<file path="config.mk">
export PLATFORM = sky130hd
export DESIGN_NAME = ingress_window_map
export DESIGN_NICKNAME = d
export VERILOG_FILES = /design/src/rtl/iwm_pkg.sv /design/src/rtl/iwm_match.sv /design/src/rtl/iwm_order.sv /design/src/rtl/ingress_window_map.sv
export SDC_FILE = /design/constraint.sdc
export NUM_CORES = 2
export LEC_CHECK = 0
export BUFFER_PORTS_ARGS = -buffer_cell sky130_fd_sc_hd__buf_2
export CORE_UTILIZATION = 44
export CTS_CLUSTER_SIZE = 20
export DETAILED_ROUTE_END_ITERATION = 10
export HOLD_SLACK_MARGIN = 0.08
export PLACE_DENSITY = 0.56
export SLEW_MARGIN = 20
export SYNTH_ARGS = -nofsm -noshare
export SYNTH_HDL_FRONTEND = slang
export SYNTH_HIERARCHICAL = 1
export SYNTH_SLANG_ARGS = --single-unit
</file>
<file path="constraint.sdc">
create_clock -name clk -period 13.2 [get_ports clk]
set_input_delay 1.32 -clock clk [delete_from_list [all_inputs] [get_ports clk]]
set_output_delay 1.32 -clock clk [all_outputs]
set_load 0.01 [all_outputs]
</file>
<file path="src/rtl/iwm_pkg.sv">
package iwm_pkg;
  localparam int PAGE_BITS = 12;
  typedef enum logic [1:0] {
    ORD_UNORD  = 2'd0,
    ORD_STRICT = 2'd1,
    ORD_OBEY   = 2'd2,
    ORD_STRICT_ALT = 2'd3
  } ord_mode_e;
endpackage

</file>
<file path="src/rtl/iwm_match.sv">
module iwm_match #(
  parameter int NUM_WIN = 8,
  parameter int PG_W    = 36,
  parameter int CTX_W   = 4,
  localparam int IDX_W  = $clog2(NUM_WIN)
) (
  input  logic [NUM_WIN-1:0]            win_en,
  input  logic [NUM_WIN-1:0][PG_W-1:0]  win_bus,
  input  logic [NUM_WIN-1:0][PG_W-1:0]  win_npg,
  input  logic [NUM_WIN-1:0][PG_W-1:0]  win_tgt,
  input  logic [NUM_WIN-1:0][CTX_W-1:0] win_ctx,
  input  logic [NUM_WIN-1:0][1:0]       win_mode,
  input  logic [PG_W-1:0]               req_pg,
  output logic                          hit_o,
  output logic [IDX_W-1:0]              idx_o,
  output logic [PG_W-1:0]               tgt_pg_o,
  output logic [CTX_W-1:0]              ctx_o,
  output logic [1:0]                    mode_o
);
  logic [NUM_WIN-1:0]           w_hit;
  logic [NUM_WIN-1:0][PG_W-1:0] w_tgt;

  for (genvar i = 0; i < NUM_WIN; i++) begin : g_win
    logic [PG_W-1:0] off;
    assign off      = req_pg - win_bus[i];
    assign w_hit[i] = win_en[i] && (req_pg >= win_bus[i]) && (off < win_npg[i]);
    assign w_tgt[i] = win_tgt[i] + off;
  end

  // lowest index wins: scan downward so the last assignment is the lowest
  always_comb begin
    hit_o = 1'b0;
    idx_o = '0;
    for (int i = NUM_WIN - 1; i >= 0; i--) begin
      if (w_hit[i]) begin
        hit_o = 1'b1;
        idx_o = IDX_W'(i);
      end
    end
  end

  assign tgt_pg_o = w_tgt[idx_o];
  assign ctx_o    = win_ctx[idx_o];
  assign mode_o   = win_mode[idx_o];
endmodule

</file>
<file path="src/rtl/iwm_order.sv">
module iwm_order
  import iwm_pkg::*;
#(
  parameter int NUM_WIN = 8,
  parameter int CNT_W   = 6,
  localparam int IDX_W  = $clog2(NUM_WIN)
) (
  input  logic             clk,
  input  logic             rst_n,
  input  logic [IDX_W-1:0] dom_idx,
  input  logic [1:0]       mode,
  input  logic             is_wr,
  input  logic             relaxed,
  input  logic             acc_wr,
  input  logic             cpl_valid,
  input  logic [IDX_W-1:0] cpl_idx,
  output logic             allow,
  output logic             dom_zero
);
  localparam logic [CNT_W-1:0] CNT_MAX = '1;

  logic [NUM_WIN-1:0][CNT_W-1:0] cnt;
  logic                          dom_full;

  for (genvar i = 0; i < NUM_WIN; i++) begin : g_cnt
    logic inc, dec;
    assign inc = acc_wr && (dom_idx == IDX_W'(i));
    assign dec = cpl_valid && (cpl_idx == IDX_W'(i)) && (cnt[i] != '0);
    always_ff @(posedge clk) begin
      if (!rst_n)          cnt[i] <= '0;
      else if (inc && !dec) cnt[i] <= cnt[i] + 1'b1;
      else if (dec && !inc) cnt[i] <= cnt[i] - 1'b1;
    end
  end

  assign dom_zero = (cnt[dom_idx] == '0);
  assign dom_full = (cnt[dom_idx] == CNT_MAX);

  always_comb begin
    unique case (ord_mode_e'(mode))
      ORD_UNORD: allow = is_wr ? !dom_full : dom_zero;
      ORD_OBEY:  allow = (is_wr && relaxed) ? !dom_full : dom_zero;
      default:   allow = dom_zero;
    endcase
  end
endmodule

</file>
<file path="src/rtl/ingress_window_map.sv">
module ingress_window_map
  import iwm_pkg::*;
#(
  parameter int NUM_WIN = 8,
  parameter int ADDR_W  = 48,
  parameter int LEN_W   = 12,
  parameter int CTX_W   = 4,
  parameter int CNT_W   = 6,
  localparam int IDX_W  = $clog2(NUM_WIN),
  localparam int PG_W   = ADDR_W - PAGE_BITS
) (
  input  logic              clk,
  input  logic              rst_n,
  input  logic              cfg_we,
  input  logic [IDX_W-1:0]  cfg_idx,
  input  logic              cfg_en,
  input  logic [1:0]        cfg_mode,
  input  logic [CTX_W-1:0]  cfg_ctx,
  input  logic [PG_W-1:0]   cfg_bus_pg,
  input  logic [PG_W-1:0]   cfg_npg,
  input  logic [PG_W-1:0]   cfg_tgt_pg,
  input  logic              req_valid,
  output logic              req_ready,
  input  logic [ADDR_W-1:0] req_addr,
  input  logic              req_write,
  input  logic [LEN_W-1:0]  req_len,
  input  logic              req_relaxed,
  output logic              out_valid,
  input  logic              out_ready,
  output logic [ADDR_W-1:0] out_addr,
  output logic              out_write,
  output logic [LEN_W-1:0]  out_len,
  output logic [CTX_W-1:0]  out_ctx,
  output logic [IDX_W-1:0]  out_win,
  output logic              miss_o,
  input  logic              cpl_valid,
  input  logic [IDX_W-1:0]  cpl_win
);
  logic [NUM_WIN-1:0]            win_en;
  logic [NUM_WIN-1:0][PG_W-1:0]  win_bus, win_npg, win_tgt;
  logic [NUM_WIN-1:0][CTX_W-1:0] win_ctx;
  logic [NUM_WIN-1:0][1:0]       win_mode;

  always_ff @(posedge clk) begin
    if (!rst_n) begin
      win_en   <= '0;
      win_bus  <= '0;
      win_npg  <= '0;
      win_tgt  <= '0;
      win_ctx  <= '0;
      win_mode <= '0;
    end else if (cfg_we) begin
      win_en[cfg_idx]   <= cfg_en;
      win_bus[cfg_idx]  <= cfg_bus_pg;
      win_npg[cfg_idx]  <= cfg_npg;
      win_tgt[cfg_idx]  <= cfg_tgt_pg;
      win_ctx[cfg_idx]  <= cfg_ctx;
      win_mode[cfg_idx] <= cfg_mode;
    end
  end

  logic             dec_hit;
  logic [IDX_W-1:0] dec_idx;
  logic [PG_W-1:0]  dec_tgt;
  logic [CTX_W-1:0] dec_ctx;
  logic [1:0]       dec_mode;

  iwm_match #(.NUM_WIN(NUM_WIN), .PG_W(PG_W), .CTX_W(CTX_W)) u_match (
    .win_en(win_en), .win_bus(win_bus), .win_npg(win_npg), .win_tgt(win_tgt),
    .win_ctx(win_ctx), .win_mode(win_mode),
    .req_pg(req_addr[ADDR_W-1:PAGE_BITS]),
    .hit_o(dec_hit), .idx_o(dec_idx), .tgt_pg_o(dec_tgt), .ctx_o(dec_ctx),
    .mode_o(dec_mode)
  );

  logic acc, acc_hit, ord_allow, ord_zero, slot_free;

  assign slot_free = !out_valid || out_ready;
  assign req_ready = !dec_hit || (ord_allow && slot_free);
  assign acc       = req_valid && req_ready;
  assign acc_hit   = acc && dec_hit;

  iwm_order #(.NUM_WIN(NUM_WIN), .CNT_W(CNT_W)) u_order (
    .clk(clk), .rst_n(rst_n), .dom_idx(dec_idx), .mode(dec_mode),
    .is_wr(req_write), .relaxed(req_relaxed), .acc_wr(acc_hit && req_write),
    .cpl_valid(cpl_valid), .cpl_idx(cpl_win),
    .allow(ord_allow), .dom_zero(ord_zero)
  );

  always_ff @(posedge clk) begin
    if (!rst_n) begin
      out_valid <= 1'b0;
      out_addr  <= '0;
      out_write <= 1'b0;
      out_len   <= '0;
      out_ctx   <= '0;
      out_win   <= '0;
      miss_o    <= 1'b0;
    end else begin
      miss_o <= acc && !dec_hit;
      if (acc_hit) begin
        out_valid <= 1'b1;
        out_addr  <= {dec_tgt, req_addr[PAGE_BITS-1:0]};
        out_write <= req_write;
        out_len   <= req_len;
        out_ctx   <= dec_ctx;
        out_win   <= dec_idx;
      end else if (out_ready) begin
        out_valid <= 1'b0;
      end
    end
  end
endmodule

</file>
# Word-level counts from Yosys, hierarchy flattened
# Index checks and enable logic that the tools add are counted.
[op_classes]
mux = 59
div_mod_pow = 0
n_addsub = 32
bitwise_logic = 0
shifts = 0
mul = 0
eq_ne = 16
magnitude_cmp = 19
reduce_logical = 105
[ops]
columns = ["cell", "count"]
rows = [
  ["$bwmux 288", 3],
  ["$add 36x36->36", 8],
  ["$ge 36x36->1", 8],
  ["$lt 36x36->1", 8],
  ["$sub 36x36->36", 8],
  ["$bmux 36 s3", 1],
  ["$demux 36 s3", 1],
  ["$mux 6", 17],
  ["$mux 36", 2],
  ["$logic_and 1x1->1", 63],
  ["$add 6x1->6 const B", 8],
  ["$reduce_bool 6->1", 8],
  ["$sub 6x1->6 const B", 8],
  ["$bwmux 32", 1],
  ["$eq 3x3->1 const B", 8],
  ["$mux 3", 8],
  ["$logic_not 1->1", 19],
  ["$bmux 6 s3", 1],
  ["$reduce_bool 2->1", 9],
  ["$bwmux 16", 1],
  ["$mux 1", 13],
  ["$bmux 4 s3", 1],
  ["$demux 4 s3", 1],
  ["$eq 3x2->1 const B", 4],
  ["16 further kinds", 22],
]
[totals]
n_memories = 0
input_bits = 189
ram_bits = 0
reg_bits = 1038
latchBits = 0
output_inout_bits = 71
mem_bits_ro = 0

# Logic depth before layout (Yosys ltp)
[logic_depth]
depth_word = 27
ltp_mapped = 51
depth_no_buf = 46

# Cells and area by module
# The synthesis kept the hierarchy.
[by_module_without_submodules]
columns = ["module", "seq_area_each_um2", "cells_each", "area_each_um2", "n_inst"]
rows = [
  ["iwm_match", 0.0, 5516, 38458.1, 1],
  ["ingress_window_map", 19819.0, 4427, 37277.0, 1],
  ["iwm_order", 960.9, 452, 4001.3, 1],
]

# Worst setup path before layout
# Ideal clock, no wire load.
[synth_path]
path_kind = "input -> register"
start = "input req_addr[12]"
end = "register u_order/cnt[4] (netlist bit)"
arrival_time_ps = 9911
stages = 48
path_slack_ps = 3174
required_ps = 13085
setup_ps = 115
path_cell_list = "inv_1 -> ha_1 -> inv_1 -> fa_1 -> a211oi_1 -> o21bai_1 -> a21oi_2 -> o221ai_2 -> a221oi_2 -> nor2b_1 -> o21a_1 -> o21a_1 -> o21a_1 -> o21ai_0 -> nand2b_1 -> a21oi_1 -> xnor2_1 -> ha_1 -> (+12 left out) -> mux2i_1 -> nand4_1 -> nor2_2 -> o21a_1 -> nand4_1 -> clkbuf_1 -> clkbuf_1 -> nor2_1 -> nand2b_1 -> nor3_1 -> ha_1 -> inv_1 -> fa_1 -> a21o_1 -> a21oi_1 -> xor2_1 -> o21ai_0 -> and2_1"
[synth_via]
word_cells_on_any_way = 81
[synth_rtl]
columns = ["item", "line_no", "text"]
rows = [
  ["start: declaration", "ingress_window_map.sv:24", "input logic [ADDR_W-1:0] req_addr,"],
  ["$sub 36x36->36 or $ge 36x36->1 (tied branches)", "iwm_match.sv:25, iwm_match.sv:26", ""],
  ["$lt 36x36->1 or $logic_and 1x1->1 (tied branches)", "iwm_match.sv:26", "assign w_hit[i] = win_en[i] && (req_pg >= win_bus[i]) && (off < win_npg[i]);"],
  ["$logic_and 1x1->1", "iwm_match.sv:26", ""],
  ["$mux 3 (7 in a row)", "iwm_match.sv:35", "if (w_hit[i]) begin"],
  ["$mux 3 (*)", "iwm_match.sv:35", ""],
  ["net dec_idx[1]", "ingress_window_map.sv:63", "logic [IDX_W-1:0] dec_idx;"],
  ["$bmux 6 s3 (*)", "iwm_order.sv:36", "assign dom_zero = (cnt[dom_idx] == '0);"],
  ["$mux 6 (not written as such) (*)", "iwm_order.sv:36", ""],
  ["(+1 left out)", "n/a", ""],
  ["net ord_zero", "ingress_window_map.sv:76", "logic acc, acc_hit, ord_allow, ord_zero, slot_free;"],
  ["(+2 left out)", "n/a", ""],
  ["net ord_allow", "ingress_window_map.sv:76", ""],
  ["(+1 left out)", "n/a", ""],
  ["$logic_or 1x1->1 (*)", "ingress_window_map.sv:79", "assign req_ready = !dec_hit || (ord_allow && slot_free);"],
  ["$logic_and 1x1->1 (*)", "ingress_window_map.sv:80", "assign acc = req_valid && req_ready;"],
  ["$logic_and 1x1->1 (*)", "ingress_window_map.sv:81", "assign acc_hit = acc && dec_hit;"],
  ["$logic_and 1x1->1 (*)", "ingress_window_map.sv:85", ".is_wr(req_write), .relaxed(req_relaxed), .acc_wr(acc_hit && req_write),"],
  ["$logic_and 1x1->1 (*)", "iwm_order.sv:27", "assign inc = acc_wr && (dom_idx == IDX_W'(i));"],
  ["$logic_not 1->1", "iwm_order.sv:32", "else if (dec && !inc) cnt[i] <= cnt[i] - 1'b1;"],
  ["$logic_and 1x1->1", "iwm_order.sv:32", ""],
  ["$reduce_bool 2->1 (no line)", "n/a", ""],
  ["end signal: indexed assignment", "iwm_order.sv:31", "else if (inc && !dec) cnt[i] <= cnt[i] + 1'b1;"],
  ["end signal: indexed assignment", "iwm_order.sv:32", ""],
  ["end: declaration", "iwm_order.sv:22", "logic [NUM_WIN-1:0][CNT_W-1:0] cnt;"],
]
# The timed path passes the listed nets; every way through them passes the cells marked *. The select of a mux whose other input is x is not followed.
# A chain may end at the register's enable or synchronous reset.

# Worst setup path in the final report
[layout_path]
start = "input req_addr[36]"
end = "output req_ready"
[layout_via]
word_cells_on_any_way = 71
[layout_rtl]
columns = ["item", "line_no", "text"]
rows = [
  ["$sub 36x36->36 or $ge 36x36->1 (tied branches)", "iwm_match.sv:25, iwm_match.sv:26", ""],
  ["$lt 36x36->1 or $logic_and 1x1->1 (tied branches)", "iwm_match.sv:26", ""],
  ["$logic_and 1x1->1", "iwm_match.sv:26", ""],
  ["$mux 3 (7 in a row)", "iwm_match.sv:35", ""],
  ["$mux 3 (*)", "iwm_match.sv:35", ""],
  ["net dec_idx[1]", "ingress_window_map.sv:63", ""],
  ["$bmux 2 s3 (*)", "iwm_match.sv:44", "assign mode_o = win_mode[idx_o];"],
  ["$mux 2 (not written as such) (*)", "iwm_match.sv:44", ""],
  ["net dec_mode[1]", "ingress_window_map.sv:66", "logic [1:0] dec_mode;"],
  ["$eq 2x2->1 or $logic_not 2->1 (tied branches)", "iwm_order.sv:40", "unique case (ord_mode_e'(mode))"],
  ["$pmux 1 s2 (*)", "iwm_order.sv:40", ""],
  ["net ord_allow", "ingress_window_map.sv:76", ""],
  ["$logic_and 1x1->1 (*)", "ingress_window_map.sv:79", ""],
  ["$logic_or 1x1->1 (*)", "ingress_window_map.sv:79", ""],
  ["end: declaration", "ingress_window_map.sv:23", "output logic req_ready,"],
]
# Marked as above.

==> flow_summary_export.csv <==
group,metric,value,unit
floorplan,dieArea,182900,um2
clocking,cts_setup_buffers,0,
grt,grt_max_degree,172,
drt,ant_nets,0,
power,switching_share,0.3505,
synthesis,synth-edff-count,0,
synthesis,ys_async_sr_fraction,0,
finish,fillCellCount,17863,
power,power_density,115.0,nW/um2
timing,setup_viol,0,
clocking,cts-hold-fix-buffers,0,
timing,worst_pin_slew,1.351,ns
synthesis,syn_avg_cell_area,7.671,um2
floorplan,chipWidth,427.7,um
setup_path,path_max_fanout,21,
timing,slew_viol_final,0,
power,p_int,6.486,mW
synthesis,yosysUniqueCellTypes,117,
timing,skew,0.03926,ns
flow_run,cap_viol_max_count,0,
floorplan,core-area,179200,um2
clocking,clock_latency,0.81,ns
timing,fin_crit_sh,0.9324,
finish,area_growth,8.930,%
timing,slew_headroom,0.09273,
timing,min_period,12.31,ns
clocking,clkSinkCount,1038,
setup_path,critPathSlowestCell,"nor3_1",
timing,final-hold-violation-count,0,
floorplan,die_h,427.7,um
setup_path,crit_type,"input pin to primary output",
synthesis,synth-seq-cells,1038,
drt,routedWlPerCell,26.85,um
status,outcome,"completed",
timing,worst_slack,0.8922,ns
grt,grt_pass1_wl,482.7,mm
synthesis,yosys_warnings,6,
synthesis,syn_nets,11496,
drt,routed_wl,344.0,mm
power,clockPowerShare,0.399,
setup_path,cp-end-kind,"primary output",
finish,nNetsFinal,11429,
grt,grt_pass1_vias,69676,
drt,via_per_inst,5.997,
drt,route.detailed.drc,0,
synthesis,synth_ff_type,"dfxtp_1",
setup_path,critical_path_arrival,10.99,ns
setup_path,startpoint_type,"input pin",
hold_path,min_path_type,"flip-flop to flip-flop",
grt,globalRouteOverflowTotal,0,
placement,dp_hpwl,262.9,mm
setup_path,worstPathRequired,11.88,ns
clocking,cts.path.max_buffers,3,
setup_path,path_common_cell,"nor2b_1",
placement,io_buffers,259,
setup_path,cp_num_buf_inv,3,
drt,drtPass1Iterations,6,
power,power_leakage,34.23,nW
power,pwr-share-seq,0.324,
finish,drive_gt1_frac,0.06628,
clocking,cts_tree,"built",
timing,max_freq,0.08125,GHz
grt,antenna_found_initial,43,
synthesis,synth.yosys.seq_area_share,0.2606,
power,p_comb_frac,0.277,
drt,vias,76831,
placement,dp_slack,0.4855,ns
grt,gr-usage-all-layers,0.3634,
clocking,cts_resized,0,
drt,dr.first_iter.drc_count,9070,
timing,holdWs,0.4523,ns
floorplan,initial_core_util,0.4450,
clocking,cts.clk_slew.worst_paths,0.06,ns
timing,rsz0062_at_grt,"no",
placement,gp_congestion,1.009,
clocking,cts_max_level,4,
synthesis,syn_area,79740,um2
setup_path,crit_family,"simple AND/OR/NAND/NOR gates",
clocking,cts-root-buf,"clkbuf_16",
synthesis,synthCells,10395,
floorplan,std_cell_rows,155,
clocking,cts_inserted_buffers,136,
power,ir_drop,0.1100,mV
floorplan,io_pins,260,
power,p_sw,3.500,mW
setup_path,slowest_delay,1.10,ns
## worst min-delay path, cell delays in order, from the launching register on
cell and delay (ns):
dfxtp_1 0.30, nand2_1 0.05, mux2i_1 0.05
## cells by family after synthesis
logic type | count (synthesis) | synth area share
buffers and inverters | 1283 | 0.06958
adder cells (fa/ha/maj) | 912 | 0.1454
XOR/XNOR | 526 | 0.05778
flip-flops | 1038 | 0.2606
multiplexers | 167 | 0.02326
AO/OA/AOI/OAI | 2951 | 0.2525
AND/OR/NAND/NOR | 3518 | 0.1909
## Yosys cell counts (20+ instances only)
cell type	count	area (um2)
a2111oi_0	20	175.2
a211o_1	29	254.0
a211oi_1	80	600.6
a21boi_0	854	6411
a21boi_1	93	698.2
a21o_1	322	2417
a21oi_1	622	3113
a31oi_1	47	294.0
and2_1	59	369.1
and3_1	65	406.6
and4_1	20	175.2
buf_2	181	905.9
buf_4	107	803.3
clkbuf_1	226	848.3
dfxtp_1	1038	20780
fa_1	24	480.5
ha_1	888	11110
inv_1	749	2811
mux2i_1	153	1531
nand2_1	2350	8821
nand2b_1	92	575.6
nand3_1	115	575.6
nand4_1	112	700.7
nor2_1	383	1438
nor2b_1	77	481.7
nor3_1	78	390.4
nor4_1	37	231.5
o211ai_1	57	427.9
o21a_1	92	690.7
o21ai_0	355	1777
o21ai_1	38	190.2
o21bai_1	93	698.2
o31ai_1	22	165.2
or3_1	25	156.4
xnor2_1	369	3232
xor2_1	157	1375
## stage by stage
step / TNS (ns) / cells / power [mW] / area (um2) / util
finish: 0 / 12811 / 9.985 / 86860 / 0.4847
global route: 0 / 12806 / 10.31 / 86840 / 0.4846
CTS: 0 / 12796 / 9.919 / 86730 / 0.4840
detailed placement: 0 / 12545 / 5.930 / 81980 / 0.4575
global placement: -18.22 / 12544 / 5.909 / 81950 / 0.4573
floorplan: 0 / 10395 / 4.936 / 79740 / -
## power by group through the flow
stage | combinational (mW) | sequential [mW] | clock [mW]
final | 2.77 | 3.24 | 3.98
after global routing | 2.91 | 3.24 | 4.16
after CTS | 2.64 | 3.23 | 4.04
after detailed placement | 2.63 | 3.30 | 0
after global placement | 2.61 | 3.30 | 0
after floorplan | 1.64 | 3.30 | 0
## worst paths after layout
kind                                    from               to  slack [ns]  cells past startpoint
worst max-delay path            req_addr[36]        req_ready        0.89                     34
worst min-delay path            out_addr[27]     out_addr[27]        0.45                      2
worst max register to register   win_bus[24]  u_order/cnt[46]        1.48                     42
worst min register to register  out_addr[27]     out_addr[27]        0.45                      2
## placed cells by master, fill, tap and decap left out, types with 77 or more instances in the layout
cell type and n:
clkbuf_16 140, buf_2 258, a211oi_1 79, a21boi_0 854, xnor2_1 357, o21a_1 92
nor2b_1 77, nand2b_1 92, o21ai_0 353, inv_1 749, dfxtp_1 1038, a21oi_1 622
nand3_1 115, nor3_1 78, o21bai_1 93, nand2_1 2350, nor2_1 380, a21boi_1 93
mux2i_1 153, xor2_1 156, a21o_1 322, nand4_1 112, ha_1 888
## state kept, by name, indices dropped and copies added (netlist names), 3 cells and up
name	count
win_bus	288
win_npg	288
win_tgt	288
out_addr	48
u_order/cnt	48
win_ctx	32
win_mode	16
out_len	12
win_en	8
out_ctx	4
out_win	3
## per-layer routing
| metal | routed length (um) | part of all wire | global-route usage | vias to the layer above |
|---|---|---|---|---|
| met3 | 35550 | 0.10 | 0.07312 | 459 |
| met4 | 9773 | 0.028 | 0.1002 | 6 |
| met1 | 159200 | 0.46 | 0.5400 | 37121 |
| met5 | 41 | 0.00012 | 0 | - |
| met2 | 139400 | 0.41 | 0.5240 | 3598 |
| li1 | - | - | - | 35647 |
## cell type report
class,count,area (um2),share of cell area
Inverter,750,2818,0.03244
Tap cell,2355,2947,0.03392
Antenna cell,15,37.54,0.0004322
Timing Repair Buffer,328,1887,0.02172
Multi-Input combinational cell,8074,53640,0.6175
Clock buffer,191,4005,0.04611
Sequential cell,1038,20780,0.2392
Clock inverter,60,748.2,0.008614
(Power assumes the default switching activity.)
